`config.mk`:
```
export PLATFORM = sky130hd
export DESIGN_NAME = dma_cond_eval
export DESIGN_NICKNAME = d
export VERILOG_FILES = /design/src/rtl/dma_cond_pkg.sv /design/src/rtl/dma_cond_match.sv /design/src/rtl/dma_cond_mode.sv /design/src/rtl/dma_irq_hold.sv /design/src/rtl/dma_cond_eval.sv
export SDC_FILE = /design/constraint.sdc
export NUM_CORES = 1
export LEC_CHECK = 0
export BUFFER_PORTS_ARGS = -buffer_cell sky130_fd_sc_hd__buf_2
export CAP_MARGIN = 20
export CORE_AREA = 2 2 50 52
export CTS_CLUSTER_SIZE = 40
export DETAILED_ROUTE_END_ITERATION = 10
export DIE_AREA = 0 0 52 54
export PLACE_DENSITY = 0.78
export RECOVER_POWER = 25
export SLEW_MARGIN = 10
export SYNTH_ARGS = -nofsm -noshare
export SYNTH_HDL_FRONTEND = slang
export SYNTH_SLANG_ARGS = --single-unit
```
`constraint.sdc`:
```
create_clock -name clk -period 4.2 [get_ports clk]
set_clock_uncertainty 0.15 [all_clocks]
set_input_delay 0.63 -clock clk [delete_from_list [all_inputs] [get_ports clk]]
set_output_delay 0.63 -clock clk [all_outputs]
set_load 0.1 [all_outputs]
```
`src/rtl/dma_cond_pkg.sv`:
```
// Package: shared mode encoding and decision indexing for the condition evaluator.
// Assumes a 2-bit mode field per decision within the command word.
package dma_cond_pkg;

    localparam int MODE_W = 2;
    localparam int N_DEC  = 3;

    // Decision slots; the index also selects the field position in the command word.
    localparam int DEC_WAIT = 0;
    localparam int DEC_BR   = 1;
    localparam int DEC_IRQ  = 2;

    typedef enum logic [MODE_W-1:0] {
        MODE_NEVER    = 2'b00,
        MODE_IF_TRUE  = 2'b01,
        MODE_IF_FALSE = 2'b10,
        MODE_ALWAYS   = 2'b11
    } cond_mode_e;

    // Lowest bit of a decision's mode field inside the command word.
    function automatic int field_lsb(input int dec);
        return dec * MODE_W;
    endfunction

endpackage

```
`src/rtl/dma_cond_match.sv`:
```
// Module: masked status comparison for one select register.
// Assumes the mask sits at MASK_LSB and the reference at bit 0, both COND_W wide.
module dma_cond_match #(
    parameter int SEL_W    = 32,
    parameter int STAT_W   = 8,
    parameter int COND_W   = 4,
    parameter int MASK_LSB = 16
) (
    input  logic [SEL_W-1:0]  sel_i,
    input  logic [STAT_W-1:0] status_i,
    output logic              match_o
);

    logic [COND_W-1:0] mask;
    logic [COND_W-1:0] ref_val;
    logic [COND_W-1:0] stat_low;

    assign mask     = sel_i[MASK_LSB +: COND_W];
    assign ref_val  = sel_i[COND_W-1:0];
    assign stat_low = status_i[COND_W-1:0];

    // Bits outside the mask and reference fields take no part in the decision.
    logic unused_bits;
    assign unused_bits = ^{sel_i[SEL_W-1:MASK_LSB+COND_W],
                           sel_i[MASK_LSB-1:COND_W],
                           status_i[STAT_W-1:COND_W]};

    // Compare the masked status with the masked reference.
    always_comb begin
        match_o = ((stat_low & mask) == (ref_val & mask));
    end

endmodule

```
`src/rtl/dma_cond_mode.sv`:
```
// Module: resolve one decision from its mode code and the condition result.
// Assumes a legal 2-bit code; every code has a defined outcome.
module dma_cond_mode
    import dma_cond_pkg::*;
(
    input  cond_mode_e mode_i,
    input  logic       match_i,
    output logic       act_o
);

    // Map the mode code and condition onto an act/no-act result.
    always_comb begin
        unique case (mode_i)
            MODE_NEVER:    act_o = 1'b0;
            MODE_IF_TRUE:  act_o = match_i;
            MODE_IF_FALSE: act_o = ~match_i;
            MODE_ALWAYS:   act_o = 1'b1;
            default:       act_o = 1'b0;
        endcase
    end

endmodule

```
`src/rtl/dma_irq_hold.sv`:
```
// Module: sticky interrupt flop, set by a request pulse, cleared by a clear input.
// Assumes the set takes priority when both arrive in the same cycle.
module dma_irq_hold (
    input  logic clk,
    input  logic rst_n,
    input  logic set_i,
    input  logic clr_i,
    output logic level_o
);

    // Hold the line high from a request until it is cleared.
    always_ff @(posedge clk) begin
        if (!rst_n)
            level_o <= 1'b0;
        else if (set_i)
            level_o <= 1'b1;
        else if (clr_i)
            level_o <= 1'b0;
    end

endmodule

```
`src/rtl/dma_cond_eval.sv`:
```
// Module: top of the condition evaluator. Decodes three mode fields, runs one
// masked compare per decision against shared status, and gates the results so that
// an active wait blocks interrupt and branch. Assumes inputs stable while eval_i is high.
module dma_cond_eval
    import dma_cond_pkg::*;
#(
    parameter int CMD_W    = 16,
    parameter int SEL_W    = 32,
    parameter int STAT_W   = 8,
    parameter int COND_W   = 4,
    parameter int MASK_LSB = 16
) (
    input  logic              clk,
    input  logic              rst_n,
    input  logic              eval_i,
    input  logic [CMD_W-1:0]  cmd_word_i,
    input  logic [SEL_W-1:0]  irq_sel_i,
    input  logic [SEL_W-1:0]  br_sel_i,
    input  logic [SEL_W-1:0]  wait_sel_i,
    input  logic [STAT_W-1:0] dev_status_i,
    input  logic              irq_clr_i,
    output logic              irq_pulse_o,
    output logic              irq_level_o,
    output logic              wait_o,
    output logic              branch_o,
    output logic              advance_o
);

    localparam int FIELDS_W = N_DEC * MODE_W;

    logic [SEL_W-1:0] sel_arr [N_DEC];
    logic [N_DEC-1:0] match;
    logic [N_DEC-1:0] act;

    // Command bits above the mode fields are not decoded here.
    logic unused_cmd;
    assign unused_cmd = ^cmd_word_i[CMD_W-1:FIELDS_W];

    assign sel_arr[DEC_WAIT] = wait_sel_i;
    assign sel_arr[DEC_BR]   = br_sel_i;
    assign sel_arr[DEC_IRQ]  = irq_sel_i;

    // One compare and one mode resolver per decision.
    for (genvar d = 0; d < N_DEC; d++) begin : g_dec
        dma_cond_match #(
            .SEL_W    (SEL_W),
            .STAT_W   (STAT_W),
            .COND_W   (COND_W),
            .MASK_LSB (MASK_LSB)
        ) u_match (
            .sel_i    (sel_arr[d]),
            .status_i (dev_status_i),
            .match_o  (match[d])
        );

        dma_cond_mode u_mode (
            .mode_i  (cond_mode_e'(cmd_word_i[field_lsb(d) +: MODE_W])),
            .match_i (match[d]),
            .act_o   (act[d])
        );
    end

    logic go;

    // Gate the decisions with the strobe; a taken wait blocks retirement.
    always_comb begin
        wait_o      = eval_i & act[DEC_WAIT];
        go          = eval_i & ~act[DEC_WAIT];
        irq_pulse_o = go & act[DEC_IRQ];
        branch_o    = go & act[DEC_BR];
        advance_o   = go & ~act[DEC_BR];
    end

    dma_irq_hold u_irq (
        .clk     (clk),
        .rst_n   (rst_n),
        .set_i   (irq_pulse_o),
        .clr_i   (irq_clr_i),
        .level_o (irq_level_o)
    );

endmodule

```
==> impl_results.html <==
<table>
<tr><th>Metric</th><th>Value</th></tr>
<tr><th colspan="2">Routing</th></tr>
<tr><td>Detail-routed via count per cell</td><td>3.95</td></tr>
<tr><td>Count of nets left with antenna violations after detail routing</td><td>0</td></tr>
<tr><td>Number of vias in the routed layout</td><td>between 400 and 500</td></tr>
<tr><td>Number of design rule violations left after detail routing</td><td>0</td></tr>
<tr><td>M1 wire length</td><td>420 um</td></tr>
<tr><td>First-pass detailed-route iteration total</td><td>2</td></tr>
<tr><td>Detailed Route Iter0 Violations</td><td>1</td></tr>
<tr><td>Wire per inst</td><td>8.84 um</td></tr>
<tr><td>Top sig layer</td><td>met3</td></tr>
<tr><td>Routed met3 length</td><td>109 um</td></tr>
<tr><td>Met2 wire len</td><td>397 um</td></tr>
<tr><td>Final WL</td><td>928 um</td></tr>
<tr><th colspan="2">Pwr</th></tr>
<tr><td>Clock share of power</td><td>0%</td></tr>
<tr><td>VDD IR max</td><td>90.1 uV</td></tr>
<tr><td>Comb power frac</td><td>88.1%</td></tr>
<tr><td>Share of total power consumed by net switching</td><td>56.0%</td></tr>
<tr><td>Part of the power in registers</td><td>11.9%</td></tr>
<tr><td>Leakage power figure</td><td>0.291 nW</td></tr>
<tr><td>Pint</td><td>0.0391 mW</td></tr>
<tr><td>Sw power</td><td>about 0.05 mW</td></tr>
<tr><td>PD cells</td><td>around 170 mW/mm^2</td></tr>
<tr><th colspan="2">Clock network</th></tr>
<tr><td>Number of setup buffers added after CTS</td><td>0</td></tr>
<tr><td>Resize count post-CTS</td><td>0</td></tr>
<tr><td>Total of hold buffers inserted after clock tree synthesis</td><td>0</td></tr>
<tr><td>Clk Latency, worst-skew pair</td><td>0 ns</td></tr>
<tr><td>Clock transition at the registers of the reported paths</td><td>0 ns</td></tr>
<tr><th colspan="2">Die</th></tr>
<tr><td>Boundary pin count</td><td>129</td></tr>
<tr><td>Initial core utilization</td><td>12.1%</td></tr>
<tr><td>Vertical extent of the die</td><td>54 um</td></tr>
<tr><td>Core outline area</td><td>0.00232 mm^2</td></tr>
<tr><td>Placement Rows</td><td>18</td></tr>
<tr><td>Full die area</td><td>0.00281 mm^2</td></tr>
<tr><td>Width of the die</td><td>52 um</td></tr>
<tr><th colspan="2">Timing</th></tr>
<tr><td>Maximum achievable frequency</td><td>325 MHz</td></tr>
<tr><td>Share of the clock period used by the worst path</td><td>73.3%</td></tr>
<tr><td>Setup slack of the critical path after layout</td><td>1.12 ns</td></tr>
<tr><td>Max Transition Viols Final</td><td>0</td></tr>
<tr><td>Number of hold violations in the final report</td><td>0</td></tr>
<tr><td>Setup repair after global routing missed its margin</td><td>no</td></tr>
<tr><td>Final critical-path required period</td><td>3.08 ns</td></tr>
<tr><td>Setup TNS after final layout</td><td>0 ns</td></tr>
<tr><td>Headroom to the max-slew limit</td><td>23.3%</td></tr>
<tr><td>Slew at the pin closest to its max-slew limit</td><td>1.16 ns</td></tr>
<tr><td>Final number of setup-violating endpoints</td><td>0</td></tr>
<tr><th colspan="2">Place</th></tr>
<tr><td>Count of input and output buffers</td><td>42</td></tr>
<tr><td>Setup Slack @ Placement</td><td>between 1 and 1.5 ns</td></tr>
<tr><td>Placer's final routability congestion estimate</td><td>0.641</td></tr>
<tr><td>Placement-stage cell area</td><td>528 um^2</td></tr>
<tr><td>Half-perimeter wire length after placement</td><td>902 um</td></tr>
<tr><th colspan="2">Yosys</th></tr>
<tr><td>Cell types with the largest area share after synthesis</td><td>xor2_1, a22oi_1, dfxtp_1</td></tr>
<tr><td>Share of the synthesized area in the top cell type</td><td>37.5%</td></tr>
<tr><td>Largest area contributor in the netlist</td><td>xor2_1</td></tr>
<tr><td>Syn Inst Count</td><td>33</td></tr>
<tr><td>Number of enable-type register cells in the synthesized netlist</td><td>0</td></tr>
<tr><td>Most numerous cell in the Yosys netlist</td><td>xor2_1</td></tr>
<tr><td>Synth warn</td><td>0</td></tr>
<tr><td>Sequential area share after synthesis</td><td>under 10%</td></tr>
<tr><td>Share of synthesized flip-flops with an asynchronous set or reset</td><td>0%</td></tr>
<tr><td>Synth cell count leaders</td><td>xor2_1, a22oi_1, mux2i_1</td></tr>
<tr><td>Synth Area per Inst</td><td>between 8 and 9 um^2</td></tr>
<tr><td>Count of state elements after synthesis</td><td>1</td></tr>
<tr><td>Post-Syn Area</td><td>between 200 and 300 um^2</td></tr>
<tr><td>Leading register cell type out of synthesis</td><td>dfxtp_1</td></tr>
<tr><td>Count of distinct cell types in the synthesized netlist</td><td>18</td></tr>
<tr><td>Post-Synthesis Net Count</td><td>around 160</td></tr>
<tr><th colspan="2">Global routing</th></tr>
<tr><td>Number of global-route vias before repair</td><td>327</td></tr>
<tr><td>Grt ovf</td><td>0</td></tr>
<tr><td>Maximum number of pins on one net before global-route repair</td><td>4</td></tr>
<tr><td>First-pass GRT wire length</td><td>about 1200 um</td></tr>
<tr><td>Initial antenna violation count</td><td>0</td></tr>
<tr><td>GRT Total Usage</td><td>5.76%</td></tr>
<tr><th colspan="2">Finish</th></tr>
<tr><td>Post-route design area</td><td>527 um^2</td></tr>
<tr><td>Flip-flop count of the largest register after layout</td><td>1</td></tr>
<tr><td>Number of diodes added for antenna fixing</td><td>0</td></tr>
<tr><td>Leading registers by flop count</td><td>u_irq.level_o (1)</td></tr>
<tr><td>Fillcell total</td><td>249</td></tr>
<tr><td>Core Util, Final</td><td>22.7%</td></tr>
<tr><td>Fraction of final layout cells with drive strength greater than 1</td><td>roughly three fifths</td></tr>
<tr><td>Register with the most flip-flops</td><td>u_irq.level_o</td></tr>
<tr><td>Post-layout net count</td><td>~200</td></tr>
<tr><td>Synth-to-layout area growth</td><td>87.9%</td></tr>
<tr><th colspan="2">Outcome</th></tr>
<tr><td>Result of the run</td><td>completed</td></tr>
<tr><th colspan="2">Min path</th></tr>
<tr><td>Type of the tightest min-delay check</td><td>flip-flop to flip-flop</td></tr>
<tr><th colspan="2">Worst setup path</th></tr>
<tr><td>Largest driver fanout on the critical path</td><td>3</td></tr>
<tr><td>Kind of capture point of the worst setup path</td><td>primary output</td></tr>
<tr><td>Data arrival, critical path</td><td>2.30 ns</td></tr>
<tr><td>Required time at the endpoint of the critical path</td><td>3.42 ns</td></tr>
<tr><td>Category of the most critical setup path</td><td>primary input to primary output</td></tr>
<tr><td>Startpoint Class</td><td>primary input</td></tr>
<tr><th colspan="2">Job</th></tr>
<tr><td>Number of maximum-capacitance violations</td><td>0</td></tr>
</table>
-- metal layers --
metal / up-vias / global-route usage, %
met4: 0 / 0
li1: 209 / -
met3: 0 / 0.278
met5: - / 0
met2: 36 / 11.0
met1: 170 / 7.55
-- worst max-delay path, cell delays in order --
cell and delay [ns]:
buf_2 0.13, xor2_1 0.15, a22o_1 0.26, a221oi_2 0.25, mux2i_1 0.29, and3_1 0.17, buf_2 0.42
-- power by group through the flow --
| stage | sequential, mW | clock, mW | combinational, mW |
|---|---|---|---|
| 2_1_floorplan | 0.0148 | 0 | 0.0468 |
| 3_3_place_gp | 0.0105 | 0 | 0.0787 |
| 3_5_place_dp | 0.0105 | 0 | 0.0795 |
| 4_1_cts | 0.0106 | 0 | 0.0797 |
| 5_1_grt | 0.0106 | 0 | 0.0844 |
| 6_report | 0.0106 | 0 | 0.0783 |
-- cells in the final DEF (no fill, tap or decap), types with 2 or more instances in the layout --
cell,count
mux2i_1,2
a22oi_1,4
xor2_1,12
buf_2,41
-- worst paths after layout --
check | start | endpoint | slack (ns) | cells after the start
min reg2reg | u_irq.level_o$_SDFFE_PN0P_ | u_irq.level_o$_SDFFE_PN0P_ | 0.42 | 2
max | dev_status_i[2] | advance_o | 1.12 | 7
min | u_irq.level_o$_SDFFE_PN0P_ | u_irq.level_o$_SDFFE_PN0P_ | 0.42 | 2
max reg2reg | u_irq.level_o$_SDFFE_PN0P_ | u_irq.level_o$_SDFFE_PN0P_ | 3.38 | 2
-- stage by stage --
step           hold slack, ns  std cells  total power [mW]
2_1_floorplan           0.598         33            0.0617
5_1_grt                 0.455        105            0.0950
4_1_cts                 0.422        105            0.0903
3_3_place_gp            0.420        105            0.0892
6_report                0.415        105            0.0889
3_5_place_dp            0.420        105            0.0900
-- kinds of logic after synthesis --
| kind of cell | synth area share (%) |
|---|---|
| xor gates and xnor gates | 37.5 |
| AOI/OAI and AO/OA | 34.8 |
| and+or+nand+nor | 12.1 |
| muxes | 7.14 |
| DFF | 7.14 |
| buffers and inverters | 1.34 |
-- layout make-up --
cell class	count	area (um^2)	share of cell area [%]
flip-flops and latches	1	20.0	3.80
repair buffers	42	209	39.7
inverters	1	3.75	0.713
multi-input cells	31	256	48.7
well taps	30	37.5	7.13
(Power assumes the default switching activity.)
